$ cat src/rtl/wprot_gate.sv
module wprot_gate #(
  parameter int NBLK   = 8,
  parameter int AW     = 12,
  parameter int OPEN_A = 0,
  parameter int OPEN_B = 1
) (
  input  logic            clk,
  input  logic            rst_n,
  input  logic            cpu_req,
  input  logic [AW-1:0]   cpu_addr,
  input  logic            cpu_dbg,
  input  logic            dma_req,
  input  logic [AW-1:0]   dma_addr,
  input  logic            dma_sub,
  input  logic            dma_dbg,
  input  logic [NBLK-1:0] cfg_owner,
  input  logic [NBLK-1:0] cfg_cpu_wp,
  input  logic [NBLK-1:0] cfg_dma_wp,
  input  logic [1:0]      irq_en,
  input  logic            clr_cpu,
  input  logic            clr_dma,
  output logic            cpu_wr_ok,
  output logic            dma_wr_ok,
  output logic            cpu_flag,
  output logic            dma_flag,
  output logic [AW-1:0]   cpu_vaddr,
  output logic [AW-1:0]   dma_vaddr,
  output logic            dma_vcause,
  output logic            cpu_irq,
  output logic            dma_irq
);
  localparam int BW = (NBLK > 1) ? $clog2(NBLK) : 1;
  localparam logic [BW-1:0] OA = BW'(OPEN_A);
  localparam logic [BW-1:0] OB = BW'(OPEN_B);

  logic [BW-1:0] cblk, dblk;
  logic c_open, d_open, c_chk, d_chk;
  logic c_viol, d_nm, d_pv, d_viol;
  logic c_cap, d_cap;

  assign cblk   = cpu_addr[AW-1 -: BW];
  assign dblk   = dma_addr[AW-1 -: BW];
  assign c_open = (cblk == OA) || (cblk == OB);
  assign d_open = (dblk == OA) || (dblk == OB);

  assign c_chk  = cpu_req && !cpu_dbg && !c_open;
  assign d_chk  = dma_req && !dma_dbg && !d_open;

  assign c_viol = c_chk && cfg_cpu_wp[cblk];
  assign d_nm   = d_chk && (cfg_owner[dblk] != dma_sub);
  assign d_pv   = d_chk && (cfg_owner[dblk] == dma_sub) && cfg_dma_wp[dblk];
  assign d_viol = d_nm || d_pv;

  assign cpu_wr_ok = cpu_req && !c_viol;
  assign dma_wr_ok = dma_req && !d_viol;

  assign c_cap = c_viol && (!cpu_flag || clr_cpu);
  assign d_cap = d_viol && (!dma_flag || clr_dma);

  always_ff @(posedge clk or negedge rst_n) begin
    if (!rst_n) begin
      cpu_flag  <= 1'b0;
      cpu_vaddr <= '0;
    end else begin
      cpu_flag <= (cpu_flag && !clr_cpu) || c_viol;
      if (c_cap) cpu_vaddr <= cpu_addr;
    end
  end

  always_ff @(posedge clk or negedge rst_n) begin
    if (!rst_n) begin
      dma_flag   <= 1'b0;
      dma_vaddr  <= '0;
      dma_vcause <= 1'b0;
    end else begin
      dma_flag <= (dma_flag && !clr_dma) || d_viol;
      if (d_cap) begin
        dma_vaddr  <= dma_addr;
        dma_vcause <= d_nm;
      end
    end
  end

  assign cpu_irq = cpu_flag && irq_en[0];
  assign dma_irq = dma_flag && irq_en[1];
endmodule

$ cat config.mk
export PLATFORM = sky130hd
export DESIGN_NAME = wprot_gate
export DESIGN_NICKNAME = d
export VERILOG_FILES = /design/src/rtl/wprot_gate.sv
export SDC_FILE = /design/constraint.sdc
export NUM_CORES = 1
export LEC_CHECK = 0
export CAP_MARGIN = 20
export CORE_MARGIN = 2
export CORE_UTILIZATION = 45
export CTS_BUF_LIST = sky130_fd_sc_hd__clkbuf_8 sky130_fd_sc_hd__clkbuf_16
export DETAILED_ROUTE_END_ITERATION = 12
export DONT_BUFFER_PORTS = 1
export PLACE_DENSITY = 0.65
export SYNTH_ARGS = -nofsm -noshare
export SYNTH_HDL_FRONTEND = slang
export SYNTH_SLANG_ARGS = --single-unit
$ cat constraint.sdc
create_clock -name clk -period 1.6 [get_ports clk]
set_input_delay 0.16 -clock clk [delete_from_list [all_inputs] [get_ports clk]]
set_output_delay 0.16 -clock clk [all_outputs]
set_load 0.02 [all_outputs]
==> flow_summary.yaml, run 1 <==
cells_and_area:
  layout_commonest_cell: "sky130_fd_sc_hd__dfrtp_1"
  antennaDiodeCount: 0
  instances_no_fill: 140
  nets: 167
  postLayoutCoreUtil_pct: 51.1
  fraction_of_layout_instances_using_a_drive_strength_above_1_pct: 38.3
  area.growth.synth_to_final_pct: 10.9
  nFillCells: 260
  layout.cells.most_common_list: "27 x sky130_fd_sc_hd__dfrtp_1, 14 x sky130_fd_sc_hd__mux2_2, 11 x sky130_fd_sc_hd__mux2_4"
floorplanning:
  placement_rows: 20
  die-area_um2: 3500
  core_area_um2: 2980
  pin_count: 90
  initial_utilization_pct: 46.1
  die_w_um: 59.2
  die_h_um: 59.2
worst_hold_path:
  min-delay-path-class: "input pin to register"
  hold_depth: 1
  hold_start: "dma_addr[7]"
  whs_endpoint: "dma_vaddr[7]$_DFFE_PN0P_"
timing:
  achievable-frequency_mhz: 651
  timing.final.crit_share_pct: 96.1
  setup-violations-final: 0
  finalCriticalPeriod_ps: 1540
  rsz0062_at_grt: "no"
  fin_setup_tns_ps: 0
  hold_viol_final: 0
  maxSlewHeadroom_pct: 81.8
  final-max-slew-violation-count: 0
  worst_clock_skew_ps: 1.68
  timing_worst_slew_pin_value_ps: 273
drt:
  wl_per_cell_um: 17.8
  via_per_inst: 6.01
  drt_pass1_iterations: 6
  detailroute.via_count: 841
  drt.antenna.violating_nets: 0
  drc: 0
  route.final.wire_length_um: 2500
  drtIter0Drc: 17
clock_tree:
  clock_sink_count: 27
  clk_pin_slew_worst_paths_ps: 90
  clock_tree.buffer_depth: 2
  worstSkewPairLatency_ps: 260
  numCtsBuffers: 3
  tritoncts_clock_tree: "done"
  htree_levels: 1
  root_buffer: "sky130_fd_sc_hd__clkbuf_8"
synthesis:
  synthesis.instances: 97
  synth_cell_types: 30
  synth.largest_area_cell: "sky130_fd_sc_hd__dfrtp_1"
  synth-seq-cells: 27
  syn_area_um2: 1370
  synthesis.yosys.warnings: 0
  syn-num-nets: 156
  synth_top_area_share_pct: 49.3
  postSynthAreaPerCell_um2: 14.1
  synth-seq-area-share_pct: 49.3
  synth.area.top_cells: "sky130_fd_sc_hd__dfrtp_1 49%, sky130_fd_sc_hd__mux2_4 12%, sky130_fd_sc_hd__mux2_2 11%"
grt:
  wire_length_of_the_first_global_routing_pass_um: 3550
  antenna_found_initial: 0
  grt_start_max_net_pins: 28
  gr-total-overflow: 0
  grt_pass1_vias: 861
  globalRouteTotalUtil_pct: 13.5
critical_path:
  crit-reg2reg-capture: "cpu_vaddr[6]$_DFFE_PN0P_"
  reg2regPathDepth: 3
  setup.worst_path.end_class: "output port"
  start_to_end_type_of_the_worst_setup_path: "input pin to output port"
  worst_ep_required_time_ps: 1440
  cp_max_fo: 9
  worstReg2RegStart: "cpu_flag$_DFF_PN0_"
  worst_ep_arrival_time_ps: 1380
  cp-start-kind: "input pin"
  reg2reg_setup_slack_ps: 250
pwr:
  power_density_nw_per_um2: 1280
  power.static_leakage_nw: 0.695
  ir_worst_vdd_uv: 486
placed_design:
  dp.cells: 133
  final_weighted_congestion_of_routability_driven_global_placement: 0.601
  count_of_input_and_output_buffers: 0
run:
  max_cap_viol_count: 0
outcome:
  outcome: "finished, final reports clean"
[cell families (layout without fill, tap and decap cells)]
kind of cell / Yosys count / in the layout / share of synthesized area [%]
buffers and inverters: 5 / 15 / 3.19
and+or+nand+nor: 18 / 18 / 8.21
DFF: 27 / 27 / 49.3
AOI/OAI and AO/OA: 13 / 13 / 8.30
muxes: 34 / 34 / 31.0
[synthesized netlist by cell type]
cell,instances
sky130_fd_sc_hd__a21boi_1,1
sky130_fd_sc_hd__a21o_2,1
sky130_fd_sc_hd__a21oi_1,2
sky130_fd_sc_hd__a22oi_1,2
sky130_fd_sc_hd__a2bb2oi_2,1
sky130_fd_sc_hd__a32o_1,1
sky130_fd_sc_hd__and2_1,3
sky130_fd_sc_hd__and2b_1,2
sky130_fd_sc_hd__and3_1,1
sky130_fd_sc_hd__and3b_4,1
sky130_fd_sc_hd__buf_12,1
sky130_fd_sc_hd__buf_2,1
sky130_fd_sc_hd__buf_6,1
sky130_fd_sc_hd__dfrtp_1,27
sky130_fd_sc_hd__inv_1,2
sky130_fd_sc_hd__mux2_2,14
sky130_fd_sc_hd__mux2_4,11
sky130_fd_sc_hd__mux2i_1,8
sky130_fd_sc_hd__mux4_2,1
sky130_fd_sc_hd__nand2_1,3
sky130_fd_sc_hd__nand2b_1,2
sky130_fd_sc_hd__nand3_1,2
sky130_fd_sc_hd__nand3b_1,1
sky130_fd_sc_hd__nor2_1,1
sky130_fd_sc_hd__nor2b_1,1
sky130_fd_sc_hd__o21a_1,1
sky130_fd_sc_hd__o21ai_0,2
sky130_fd_sc_hd__o2bb2ai_1,1
sky130_fd_sc_hd__o31ai_4,1
sky130_fd_sc_hd__or3b_1,1
[worst max-delay path, stage by stage]
cell                        delay [ps]
sky130_fd_sc_hd__mux2_4            280
sky130_fd_sc_hd__a2bb2oi_2         170
sky130_fd_sc_hd__buf_4             140
sky130_fd_sc_hd__a21o_2            190
sky130_fd_sc_hd__a21oi_1           180
sky130_fd_sc_hd__o21a_1            250
[how the worst max path moves through the flow]
stage	startpoint	to	slack (ps)	cells past startpoint
2_1_floorplan	dma_addr[9]	dma_vaddr[10]$_DFFE_PN0P_	-170	7
3_3_place_gp	dma_addr[9]	dma_vaddr[11]$_DFFE_PN0P_	-50	6
3_5_place_dp	dma_addr[9]	dma_vaddr[11]$_DFFE_PN0P_	-80	6
4_1_cts	dma_addr[9]	dma_wr_ok	70	6
5_1_grt	dma_addr[9]	dma_wr_ok	20	6
6_report	dma_addr[9]	dma_wr_ok	60	6
[routing by layer]
layer / global-route usage [%] / up-vias / routed length, um
met1: 13.3 / 417 / 912
met4: 6.82 / 0 / 27
met2: 26.7 / 54 / 1380
met5: 0 / - / 0
li1: - / 368 / -
met3: 1.97 / 2 / 178
[registers in the layout, indices dropped and copies added, names as in the netlist]
signal and count:
cpu_flag 1, cpu_vaddr 12, dma_flag 1, dma_vaddr 12, dma_vcause 1
[power by group]
part	leakage (nW)	switching [mW]	internal [mW]	total, mW
logic	0.346	0.121	0.246	0.368
registers	0.323	0.350	0.862	1.21
clock network	0.0255	0.195	0.174	0.369
total	0.695	0.667	1.28	1.95
[repair_timing]
item	CTS	global route
endpoints found under the hold margin	28	0
buffers inserted	0	0
gates resized for setup	0	0
hold buffers	3	0
[final cells by class]
type | instances | area, um^2 | area share, %
Timing Repair Buffer | 9 | 97.6 | 6.42
Tap cell | 33 | 41.3 | 2.72
Clock inverter | 1 | 5.00 | 0.329
Sequential cell | 27 | 676 | 44.4
Multi-Input combinational cell | 65 | 652 | 42.9
Inverter | 2 | 7.51 | 0.494
Clock buffer | 3 | 41.3 | 2.72
[through the flow]
step                      power [mW]  hold WS (ps)  instance area (um^2)  setup slack, ps
final                           1.95          36.8                  1520             63.1
after global routing            2.04          25.1                  1520             16.4
after floorplan                 1.50          -136                  1380             -169
after global placement          1.56          -135                  1430            -48.4
after detailed placement        1.58          -135                  1430            -78.7
after CTS                       1.98          29.3                  1520             65.9
Power figures use the tool's default switching activity.
==> run 2, diff against run 1 <==
PLACE_DENSITY = not set   (was 0.65)
PLACE_DENSITY_LB_ADDON = 0.25   (was not set)
==> flow_summary.yaml, run 2 (synthesis results as in run 1) <==
drt:
  drt_pass1_iterations: 4
  drc: 0
  drtIter0Drc: 17
  wl_per_cell_um: 18.2
  detailroute.via_count: 839
  route.final.wire_length_um: 2570
  via_per_inst: 5.95
  drt.antenna.violating_nets: 0
grt:
  gr-total-overflow: 0
  grt_start_max_net_pins: 28
  antenna_found_initial: 0
  globalRouteTotalUtil_pct: 14.8
  wire_length_of_the_first_global_routing_pass_um: 3760
  grt_pass1_vias: 850
cells_and_area:
  nets: 168
  instances_no_fill: 141
  postLayoutCoreUtil_pct: 51.4
  layout.cells.most_common_list: "27 x sky130_fd_sc_hd__dfrtp_1, 14 x sky130_fd_sc_hd__mux2_2, 11 x sky130_fd_sc_hd__mux2_4"
  nFillCells: 261
  biggestRegsByFlops: "cpu_vaddr x12, dma_vaddr x12"
  layout_commonest_cell: "sky130_fd_sc_hd__dfrtp_1"
  post_route_standard_cell_area_excluding_fillers_um2: 1530
  area.growth.synth_to_final_pct: 11.6
  fraction_of_layout_instances_using_a_drive_strength_above_1_pct: 38.9
  antennaDiodeCount: 0
clock_tree:
  numCtsBuffers: 3
  clock_tree.buffer_depth: 2
  tritoncts_clock_tree: "done"
  clk_pin_slew_worst_paths_ps: 80
  clock_sink_count: 27
  root_buffer: "sky130_fd_sc_hd__clkbuf_8"
  worstSkewPairLatency_ps: 260
  htree_levels: 1
critical_path:
  setup.worst_path.end_class: "output port"
  worstReg2RegStart: "cpu_flag$_DFF_PN0_"
  worstPathBufferInverterCount: 1
  cp-start-kind: "input pin"
  cp_max_fo: 9
  crit-reg2reg-capture: "cpu_vaddr[6]$_DFFE_PN0P_"
  slowest_delay_ps: 280
  worstPathCellList: "mux2_4, a2bb2oi_2, buf_4, a21o_2, a21oi_1, o21a_1"
  worstSetupStartpoint: "dma_addr[9]"
  worst_ep_required_time_ps: 1440
  reg2regPathDepth: 2
  reg2reg_setup_slack_ps: 140
  critical_path.endpoint: "dma_wr_ok"
  worst_ep_arrival_time_ps: 1360
  critical-path-top-delay-family: "compound AO/OA/AOI/OAI gates"
  crit_path_top_delay_cell: "sky130_fd_sc_hd__mux2_4"
  path_depth: 6
  start_to_end_type_of_the_worst_setup_path: "input pin to output port"
floorplanning:
  initial_utilization_pct: 46.1
  die_h_um: 59.2
  pin_count: 90
  placement_rows: 20
  core_area_um2: 2980
  die_w_um: 59.2
  die-area_um2: 3500
placed_design:
  cell_area_after_placement_um2: 1440
  dp.cells: 134
  dp_worst_slack_ps: -532
  dp_hpwl_um: 2060
  final_weighted_congestion_of_routability_driven_global_placement: 0.635
  count_of_input_and_output_buffers: 0
run:
  max_cap_viol_count: 0
outcome:
  outcome: "finished, final reports clean"
timing:
  worst_clock_skew_ps: 1.17
  final-max-slew-violation-count: 0
  rsz0062_at_grt: "no"
  timing_worst_slew_pin_value_ps: 638
  timing.hold.ws_ps: 40.8
  setup-violations-final: 0
  fin_setup_tns_ps: 0
  hold_viol_final: 0
  final.setup.worst_slack_ps: 76.1
  maxSlewHeadroom_pct: 57.5
  achievable-frequency_mhz: 656
  timing.final.crit_share_pct: 95.2
  finalCriticalPeriod_ps: 1520
worst_hold_path:
  hold_depth: 1
  min-delay-path-class: "input pin to register"
pwr:
  power.total_mw: 1.95
  power_density_nw_per_um2: 1280
  ir_worst_vdd_uv: 392
  power.static_leakage_nw: 0.700
[run 2: cell count changes in the layout (fill, tap and decap cells not counted), sizes merged]
cell / before / now
buf: 7 / 8
clkinv: 1 / 0
inv: 2 / 3
[run 2: final cells by class]
class	count	area (um^2)	share of cell area, %
clock buffers	3	41.3	2.70
repair buffers	10	105	6.87
multi-input cells	65	656	42.8
well taps	33	41.3	2.70
flip-flops and latches	27	676	44.2
inverters	2	7.51	0.491
clock inverters	1	3.75	0.245
[run 2: where the power goes]
| part | internal [mW] | leakage [nW] | switching (mW) |
|---|---|---|---|
| Sequential | 0.862 | 0.323 | 0.352 |
| Combinational | 0.249 | 0.350 | 0.130 |
| Clock | 0.171 | 0.0269 | 0.187 |
| Total | 1.28 | 0.700 | 0.670 |
[run 2: how the worst min path moves through the flow]
stage | end | slack (ps) | from
2_1_floorplan | cpu_flag$_DFF_PN0_ | -140 | rst_n
3_3_place_gp | cpu_vaddr[6]$_DFFE_PN0P_ | -140 | rst_n
3_5_place_dp | cpu_vaddr[6]$_DFFE_PN0P_ | -140 | rst_n
4_1_cts | dma_vaddr[8]$_DFFE_PN0P_ | 30 | dma_addr[8]
5_1_grt | dma_vaddr[5]$_DFFE_PN0P_ | 20 | dma_addr[5]
6_report | dma_vaddr[5]$_DFFE_PN0P_ | 40 | dma_addr[5]
[run 2: what timing repair did]
action | in CTS | in global routing
hold buffers | 3 | 0
endpoints found under the hold margin | 28 | 0
endpoints found under the setup margin | 12 | 0
gates resized for setup | 1 | 0
buffers inserted | 0 | 0
[run 2: per-layer routing]
| metal | global-route usage [%] | wire length, um | vias to the layer above | part of all wire (%) |
|---|---|---|---|---|
| li1 | - | - | 374 | - |
| met1 | 13.9 | 849 | 402 | 33 |
| met2 | 29.4 | 1430 | 61 | 56 |
| met3 | 3.49 | 262 | 2 | 10 |
| met4 | 6.82 | 27 | 0 | 1.1 |
| met5 | 0 | 0 | - | 0 |
